[src/rtl/bkup_pkg.sv]
package bkup_pkg;
  typedef enum logic {SRC_MAIN = 1'b0, SRC_BATT = 1'b1} src_e;
endpackage

[src/rtl/bkup_sample_reg.sv]
module bkup_sample_reg #(
  parameter int W = 13
) (
  input  logic         clk,
  input  logic         rst,
  input  logic         smp_vld,
  input  logic [W-1:0] main_mv,
  input  logic [W-1:0] batt_mv,
  input  logic [W-1:0] aux_mv,
  input  logic         ce_req_n,
  output logic [W-1:0] main_q,
  output logic [W-1:0] batt_q,
  output logic [W-1:0] aux_q,
  output logic         ce_q,
  output logic         upd
);
  always_ff @(posedge clk) begin
    if (rst) begin
      main_q <= '0;
      batt_q <= '0;
      aux_q  <= '0;
      ce_q   <= 1'b1;
      upd    <= 1'b0;
    end else begin
      upd <= smp_vld;
      if (smp_vld) begin
        main_q <= main_mv;
        batt_q <= batt_mv;
        aux_q  <= aux_mv;
        ce_q   <= ce_req_n;
      end
    end
  end
endmodule

[src/rtl/bkup_hyst_cmp.sv]
module bkup_hyst_cmp #(
  parameter int W      = 13,
  parameter int LO_MV  = 1300,
  parameter int HI_MV  = 1310,
  parameter bit RST_LO = 1'b0
) (
  input  logic         clk,
  input  logic         rst,
  input  logic         upd,
  input  logic         clr,
  input  logic [W-1:0] x,
  output logic         low_st
);
  localparam int XW = W + 2;
  localparam logic [XW-1:0] LO_C = XW'(LO_MV);
  localparam logic [XW-1:0] HI_C = XW'(HI_MV);

  logic [XW-1:0] xx;
  logic          low_nxt;

  always_comb begin
    xx      = XW'(x);
    low_nxt = low_st;
    if (clr)                        low_nxt = 1'b0;
    else if (!low_st && xx < LO_C)  low_nxt = 1'b1;
    else if (low_st && xx >= HI_C)  low_nxt = 1'b0;
  end

  always_ff @(posedge clk) begin
    if (rst)      low_st <= RST_LO;
    else if (upd) low_st <= low_nxt;
  end

  // inside the hysteresis band the state holds
  a_r8_band_hold: assert property (@(posedge clk) disable iff (rst)
    (upd && !clr && xx >= LO_C && xx < HI_C) |=> $stable(low_st));
endmodule

[src/rtl/bkup_supply_sel.sv]
module bkup_supply_sel
  import bkup_pkg::*;
#(
  parameter int W     = 13,
  parameter int DN_MV = 10,
  parameter int UP_MV = 10
) (
  input  logic         clk,
  input  logic         rst,
  input  logic         upd,
  input  logic [W-1:0] main_q,
  input  logic [W-1:0] batt_q,
  output src_e         sel,
  output src_e         sel_nxt
);
  localparam int XW = W + 2;
  localparam logic [XW-1:0] DN_C = XW'(DN_MV);
  localparam logic [XW-1:0] UP_C = XW'(UP_MV);

  logic [XW-1:0] m, b;
  logic          go_batt, go_main;

  always_comb begin
    m       = XW'(main_q);
    b       = XW'(batt_q);
    go_batt = (m + DN_C) <= b;
    go_main = m >= (b + UP_C);
    sel_nxt = sel;
    if (sel == SRC_MAIN && go_batt)      sel_nxt = SRC_BATT;
    else if (sel == SRC_BATT && go_main) sel_nxt = SRC_MAIN;
  end

  always_ff @(posedge clk) begin
    if (rst)      sel <= SRC_MAIN;
    else if (upd) sel <= sel_nxt;
  end

  // no switch from either side while inside the dead band
  a_r5_band_hold: assert property (@(posedge clk) disable iff (rst)
    (upd && (m + DN_C) > b && m < (b + UP_C)) |=> $stable(sel));
endmodule

[src/rtl/bkup_switch_ctl.sv]
module bkup_switch_ctl
  import bkup_pkg::*;
#(
  parameter int W       = 13,
  parameter int SW_DN   = 10,
  parameter int SW_UP   = 10,
  parameter int TRIP_MV = 4500,
  parameter int AUX_LO  = 1300,
  parameter int AUX_HI  = 1310
) (
  input  logic         clk,
  input  logic         rst,
  input  logic         smp_vld,
  input  logic [W-1:0] main_mv,
  input  logic [W-1:0] batt_mv,
  input  logic [W-1:0] aux_mv,
  input  logic         ce_req_n,
  output logic         on_batt,
  output logic         ce_out_n,
  output logic         pwr_fail_n,
  output logic         thr_n
);
  logic [W-1:0] main_q, batt_q, aux_q;
  logic         ce_q, upd, ce_hold, pf_low, thr_low;
  src_e         sel, sel_nxt;

  bkup_sample_reg #(.W(W)) u_smp (
    .clk(clk), .rst(rst), .smp_vld(smp_vld),
    .main_mv(main_mv), .batt_mv(batt_mv), .aux_mv(aux_mv), .ce_req_n(ce_req_n),
    .main_q(main_q), .batt_q(batt_q), .aux_q(aux_q), .ce_q(ce_q), .upd(upd)
  );

  bkup_supply_sel #(.W(W), .DN_MV(SW_DN), .UP_MV(SW_UP)) u_sel (
    .clk(clk), .rst(rst), .upd(upd),
    .main_q(main_q), .batt_q(batt_q), .sel(sel), .sel_nxt(sel_nxt)
  );

  bkup_hyst_cmp #(.W(W), .LO_MV(TRIP_MV), .HI_MV(TRIP_MV), .RST_LO(1'b1)) u_pf (
    .clk(clk), .rst(rst), .upd(upd), .clr(1'b0), .x(main_q), .low_st(pf_low)
  );

  bkup_hyst_cmp #(.W(W), .LO_MV(AUX_LO), .HI_MV(AUX_HI), .RST_LO(1'b0)) u_thr (
    .clk(clk), .rst(rst), .upd(upd), .clr(sel_nxt == SRC_BATT), .x(aux_q),
    .low_st(thr_low)
  );

  always_ff @(posedge clk) begin
    if (rst)      ce_hold <= 1'b1;
    else if (upd) ce_hold <= ce_q;
  end

  assign on_batt    = (sel == SRC_BATT);
  assign pwr_fail_n = ~pf_low;
  assign ce_out_n   = ce_hold | pf_low;
  assign thr_n      = ~thr_low;

  // reset state
  a_r1_reset_state: assert property (@(posedge clk)
    rst |=> (!on_batt && ce_out_n && !pwr_fail_n && thr_n));
  // outputs move only on an update cycle
  a_r2_hold: assert property (@(posedge clk) disable iff (rst)
    !upd |=> $stable({on_batt, ce_out_n, pwr_fail_n, thr_n}));
  // memory is write-protected during power fail
  a_r7_ce_protect: assert property (@(posedge clk) disable iff (rst)
    !pwr_fail_n |-> ce_out_n);
  // detector silent while on battery
  a_r9_thr_off: assert property (@(posedge clk) disable iff (rst)
    on_batt |-> thr_n);
endmodule

[config.mk]
export PLATFORM = sky130hd
export DESIGN_NAME = bkup_switch_ctl
export DESIGN_NICKNAME = d
export VERILOG_FILES = /design/src/rtl/bkup_pkg.sv /design/src/rtl/bkup_sample_reg.sv /design/src/rtl/bkup_hyst_cmp.sv /design/src/rtl/bkup_supply_sel.sv /design/src/rtl/bkup_switch_ctl.sv
export SDC_FILE = /design/constraint.sdc
export NUM_CORES = 1
export LEC_CHECK = 0
export ABC_AREA = 0
export BUFFER_PORTS_ARGS = -buffer_cell sky130_fd_sc_hd__buf_2
export CORE_MARGIN = 5
export CORE_UTILIZATION = 55
export CTS_CLUSTER_DIAMETER = 50
export DETAILED_ROUTE_END_ITERATION = 10
export PLACE_DENSITY = 0.79
export SETUP_SLACK_MARGIN = 0.15
export SLEW_MARGIN = 20
export SYNTH_ARGS = -nofsm -noshare
export SYNTH_HDL_FRONTEND = slang
export SYNTH_SLANG_ARGS = --single-unit
[constraint.sdc]
create_clock -name clk -period 5.5 [get_ports clk]
set_input_delay 0.825 -clock clk [delete_from_list [all_inputs] [get_ports clk]]
set_output_delay 0.825 -clock clk [all_outputs]
set_load 0.01 [all_outputs]
==> results_dict.tcl, run 1 <==
set metrics [dict create \
    status "finished, final reports clean" \
    ir_worst_vdd_mv 0.166 \
    maxCapViolCount 0 \
    cts_hold_buf 0 \
    track_usage_pct 17.7 \
    via_per_inst 5.46 \
    slew_headroom_pct 52.2 \
    timing.rr.start "u_smp.main_q[1]" \
    syn_area_um2 2620 \
    max_freq_mhz 337 \
    synth_warnings 0 \
    muxShareOfSynthArea_pct 15.3 \
    routed_wl_um 5170 \
    fin_crit_ns 2.97 \
    power_density_nw_per_um2 236 \
    grt_max_degree 42 \
    post_cts_resized 0 \
    area_growth_pct 12.5 \
    synthSimpleGateAreaFrac_pct 16.4 \
    grt_first_pass_wirelength_um 8930 \
    hold_violations 0 \
    yosysSeqAreaShare_pct 33.7 \
    cts.sinks 44 \
    leakage_nw 1.38 \
    antenna_left 0 \
    diodes 0 \
    async_reset_ff_share_pct 0 \
    synth.most_common_cell "nor2_1" \
    worstHoldPathType "reg2reg" \
    synth_common_cells "nor2_1 (46), dfxtp_1 (44), mux2i_1 (40), ha_1 (27), inv_1 (20)" \
    fin_tns_setup_ns 0 \
    antenna_found_initial 0 \
    gp_congestion 0.919 \
    die_area_um2 6240 \
    fin_crit_sh_pct 54.0 \
    hold_end "u_smp.ce_q" \
    drt_iter0_drc 114 \
    synthXorXnorAreaFrac_pct 6.69 \
    fill_cells 400 \
    dr.pass1.iters 4 \
    die_y_um 79.0 \
    startpoint "u_smp.main_q[1]" \
    synth_top_family_by_area "simple AND/OR/NAND/NOR gates" \
    worst_slew_pin_slew_ns 0.717 \
    drive_above_1_share_pct 17.1 \
    crit_fanout 5 \
    place_hpwl_um 4000 \
    core_um2 4660 \
    ioPinCount 47 \
    clkLatencyLatePin_ns 0.29 \
    drcViolationCount 0 \
    tritoncts "done" \
    reg2regPathDepth 12 \
    synth_compound_area_share_pct 9.56 \
    ys_ff_latch 44 \
    worstHoldStart "u_smp.ce_q" \
    grt.overflow.total 0 \
    maxSlewViolCount 0 \
    finClkSkew_ns 0.00800 \
    setup_viol 0 \
    cts_setup_buffers 0 \
    io_buffer_count 45 \
    initial_core_util_pct 56.2 \
    cts_max_path_buffers 2 \
    r2r_slack_ns 2.53 \
    rsz0062_at_grt "false" \
    critical_path_class "reg2reg" \
    multiInputGateArea_um2 1590 \
    post_drt_wl_per_cell_um 13.4 \
    avgSynthCellArea_um2 8.99 \
    cts_made_buffers 5 \
    root_buffer "clkbuf_8" \
    hold_ws_ns 0.488 \
    dieWidth_um 79.0 \
    synthTopCellsByArea "dfxtp_1 (34%), mux2i_1 (15%), ha_1 (13%), nor2_1 (6.6%), xnor2_1 (5.0%)" \
    ys.flop_type "dfxtp_1" \
    worstSetupStartpointType "flip-flop" \
    seq_area_um2 881 \
    synth_cells 291 \
    yosysTopAreaCellShare_pct 33.7 \
    crit_required_ns 5.65 \
    reg2reg_to "u_thr.low_st" \
    synth_nets 361 \
    htreeDepth 2 \
    grt_pass1_vias 1977 \
    synthDistinctLibCells 40 \
    yosysTopAreaCell "dfxtp_1" \
    rows 25 \
    synth_edf_count 0 \
    synthAdderAreaFrac_pct 12.9 \
    end_kind "flip-flop" \
    clk_pin_slew_ns 0.08 \
    final_nets 403 \
    min_path_cells 2 \
    arrival_ns 3.12 \
    vias 2112 \
]
-- registers in the layout (all words and copies together) (netlist names) --
signal        cells
ce_hold           1
u_thr.low_st      1
u_smp.main_q     13
u_sel.sel         1
u_smp.batt_q     13
u_pf.low_st       1
u_smp.aux_q      12
u_smp.upd         1
u_smp.ce_q        1
-- through the flow --
step	std cells	setup WS (ns)	area (µm²)	util [%]	power, W
floorplan	291	2.82	2620	-	0.000468
global placement	379	2.58	2840	61.0	0.000503
detailed placement	379	2.54	2840	61.0	0.000508
CTS	386	2.51	2920	62.7	0.000699
global route	387	2.34	2940	63.2	0.000742
finish	387	2.53	2940	63.2	0.000696
-- kinds of logic after synthesis --
logic type / Yosys count
compound gates: 39
xor+xnor: 20
fa+ha+maj: 27
buf+inv: 31
flops: 44
mux: 40
simple gates: 90
-- cells in the final DEF (no fill, tap or decap), types with 3 or more instances in the layout --
master    synthesis  routed
nor2_1           46      46
and3_1            3       3
nand2_1          10      10
o21ai_0          10      10
dfxtp_1          44      44
nor2b_1           4       4
a21oi_1          11      11
inv_1            20      20
nand4_1           5       5
xnor2_1          15      15
ha_1             27      27
buf_2             4      45
a211oi_1          3       3
nand3_1           9       9
clkbuf_8          1       5
mux2i_1          40      40
nor3_1            3       3
xor2_1            5       5
-- routing by layer --
metal | track usage (%) | part of all wire [%] | vias up
met5 | 0 | 0 | -
met4 | 4.64 | 0.75 | 0
met3 | 3.85 | 5.0 | 2
met2 | 27.0 | 46 | 46
met1 | 25.1 | 48 | 967
li1 | - | - | 1097
-- worst max-delay path, cell delays in order (launching register included) --
cell	delay, ns
dfxtp_1	0.35
ha_1	0.26
o2111ai_2	0.31
nor2_1	0.11
and3_1	0.20
xor2_1	0.14
ha_1	0.30
nand4_1	0.13
or4_1	0.52
o21bai_1	0.13
a32oi_1	0.06
a31oi_1	0.24
a211oi_1	0.07
-- power breakdown --
part	total [W]	internal, W	switching, W	leakage [nW]
Combinational	0.000141	0.0000711	0.0000701	0.972
Clock	0.000195	0.0000861	0.000109	0.0400
Sequential	0.000360	0.000338	0.0000220	0.363
Total	0.000696	0.000496	0.000201	1.38
-- layout make-up --
cell class                      count  share of cell area, %
Timing Repair Buffer               46                   8.33
Sequential cell                    44                   29.9
Clock buffer                        5                   2.34
Clock inverter                      2                  0.425
Inverter                           20                   2.55
Multi-Input combinational cell    216                   54.1
Tap cell                           54                   2.29
-- worst max-delay path by stage --
| stage | slack [ns] | to | cells after the start |
|---|---|---|---|
| after floorplan | 2.82 | u_sel.sel | 12 |
| after global placement | 2.58 | u_thr.low_st | 12 |
| after detailed placement | 2.54 | u_thr.low_st | 12 |
| after CTS | 2.51 | u_thr.low_st | 12 |
| after global routing | 2.34 | u_thr.low_st | 13 |
| final | 2.53 | u_thr.low_st | 12 |
Note: power is estimated with default switching activity, not from simulation.
==> run 2, diff against run 1 <==
clock period = 3.1 ns   (was 5.5 ns; I/O delays follow)
==> run 2 against run 1 <==
Via count up 4.3%. Clock power up 73%. Clock skew up 0.00051 ns. Non-clock buffer count up 5. Sequential power up 78%. Utilization up 1.5 points. Largest power group unchanged. Highest routed layer unchanged.
==> results_dict.tcl, run 2 (synthesis gave the netlist of run 1 again) <==
set metrics [dict create \
    die_area_um2 6240 \
    grt_util_met3_pct 2.72 \
    final_nets 408 \
    grt_first_pass_wirelength_um 9440 \
    reg_top3 "u_smp.batt_q (13), u_smp.main_q (13), u_smp.aux_q (12)" \
    slew_headroom_pct 52.4 \
    tritoncts "done" \
    crit_required_ns 3.25 \
    final_util_pct 64.6 \
    fin_crit_sh_pct 89.6 \
    grt.busiest_layer "met2" \
    drcViolationCount 0 \
    status "finished, final reports clean" \
    drt_iter0_drc 147 \
    vias 2203 \
    routed_wl_um 5550 \
    layout_common_cells "nor2_1 (45), buf_2 (45), mux2i_1 (40), dfxtp_1 (40), ha_1 (26)" \
    grtUsageMet1_pct 25.3 \
    setup_viol 0 \
    antenna_found_initial 0 \
    cts_max_path_buffers 2 \
    die_y_um 79.0 \
    track_usage_pct 18.5 \
    maxSlewViolCount 0 \
    grt.overflow.total 0 \
    globalRouteMet2Util_pct 29.5 \
    grt_pass1_vias 2165 \
    ir_worst_vdd_mv 0.520 \
    place_hpwl_um 4210 \
    hold_ws_ns 0.390 \
    maxCapViolCount 0 \
    worstSetupStartpointType "flip-flop" \
    drive_above_1_share_pct 20.7 \
    worst_slack_ns 0.323 \
    rsz0062_at_grt "false" \
    via_per_inst 5.62 \
    dr.pass1.iters 4 \
    clk_pin_slew_ns 0.08 \
    leakage_nw 1.39 \
    grt_max_degree 42 \
    dieWidth_um 79.0 \
    cts_made_buffers 5 \
    core_um2 4660 \
    rows 25 \
    dpl_cell_area_um2 2870 \
    r2r_slack_ns 0.32 \
    finClkSkew_ns 0.00851 \
    cts.sinks 44 \
    critical_path_class "reg2reg" \
    gp_congestion 0.910 \
    clkLatencyLatePin_ns 0.29 \
    hold_violations 0 \
    dp_slack_ns 0.164 \
    max_freq_mhz 360 \
    area_growth_pct 15.1 \
    htreeDepth 2 \
    crit_fanout 5 \
    arrival_ns 2.92 \
    worst_slew_pin_slew_ns 0.714 \
    end_kind "flip-flop" \
    post_drt_wl_per_cell_um 14.1 \
    fin_tns_setup_ns 0 \
    initial_core_util_pct 56.2 \
    fin_crit_ns 2.78 \
    antenna_left 0 \
    io_buffer_count 45 \
    diodes 0 \
    root_buffer "clkbuf_8" \
    ioPinCount 47 \
    fin_area_um2 3010 \
    worstHoldPathType "in2reg" \
    power_density_nw_per_um2 411 \
]
-- run 2: changes by cell type in the layout (fill, tap and decap cells not counted), sizes merged --
cell,before,now
buf,46,51
-- run 2: what timing repair did --
item	4_1_cts	5_1_grt
gates resized for setup	1	10
setup buffers	0	2
setup endpoints to repair	1	2
hold buffers	0	0
pin swaps	0	4
-- run 2: cell type report --
cell class / count / area [µm²]
fill: 385 / 1650
multi-input combinational: 216 / 1630
sequential: 44 / 888
timing repair buffer: 51 / 270
inverter: 20 / 75.1
clock buffer: 5 / 68.8
tap: 54 / 67.6
clock inverter: 2 / 12.5
-- run 2: per-layer routing --
metal	wire length [µm]	up-vias
li1	-	1107
met1	2510	1023
met2	2630	60
met3	285	13
met4	125	0
met5	0	-
-- run 2: path summary, 6_finish.rpt --
| kind | startpoint | endpoint | cells after the start |
|---|---|---|---|
| max | u_smp.main_q[1] | u_thr.low_st | 12 |
| min | ce_req_n | u_smp.ce_q | 3 |
| max reg2reg | u_smp.main_q[1] | u_thr.low_st | 12 |
| min reg2reg | u_smp.ce_q | u_smp.ce_q | 2 |
-- run 2: through the flow --
stage | cells | total power, W
finish | 392 | 0.00124
global route | 392 | 0.00132
CTS | 390 | 0.00124
detailed placement | 383 | 0.000905
global placement | 383 | 0.000894
floorplan | 291 | 0.000830
-- run 2: where the power goes --
part           total, W  leakage, nW  switching (W)  internal (W)
clock          0.000338       0.0400       0.000186      0.000153
combinational  0.000259        0.989       0.000131      0.000128
sequential     0.000641        0.365      0.0000400      0.000601
-- run 2: critical path, stage by stage (launching register included) --
cell and delay (ns):
dfxtp_2 0.36, ha_4 0.19, o2111ai_4 0.23, nor2_1 0.09, and3_1 0.20, xor2_1 0.15, ha_1 0.31, nand4_1 0.13
or4_1 0.52, o21bai_1 0.13, a32oi_1 0.06, a31oi_1 0.20, a211oi_1 0.07
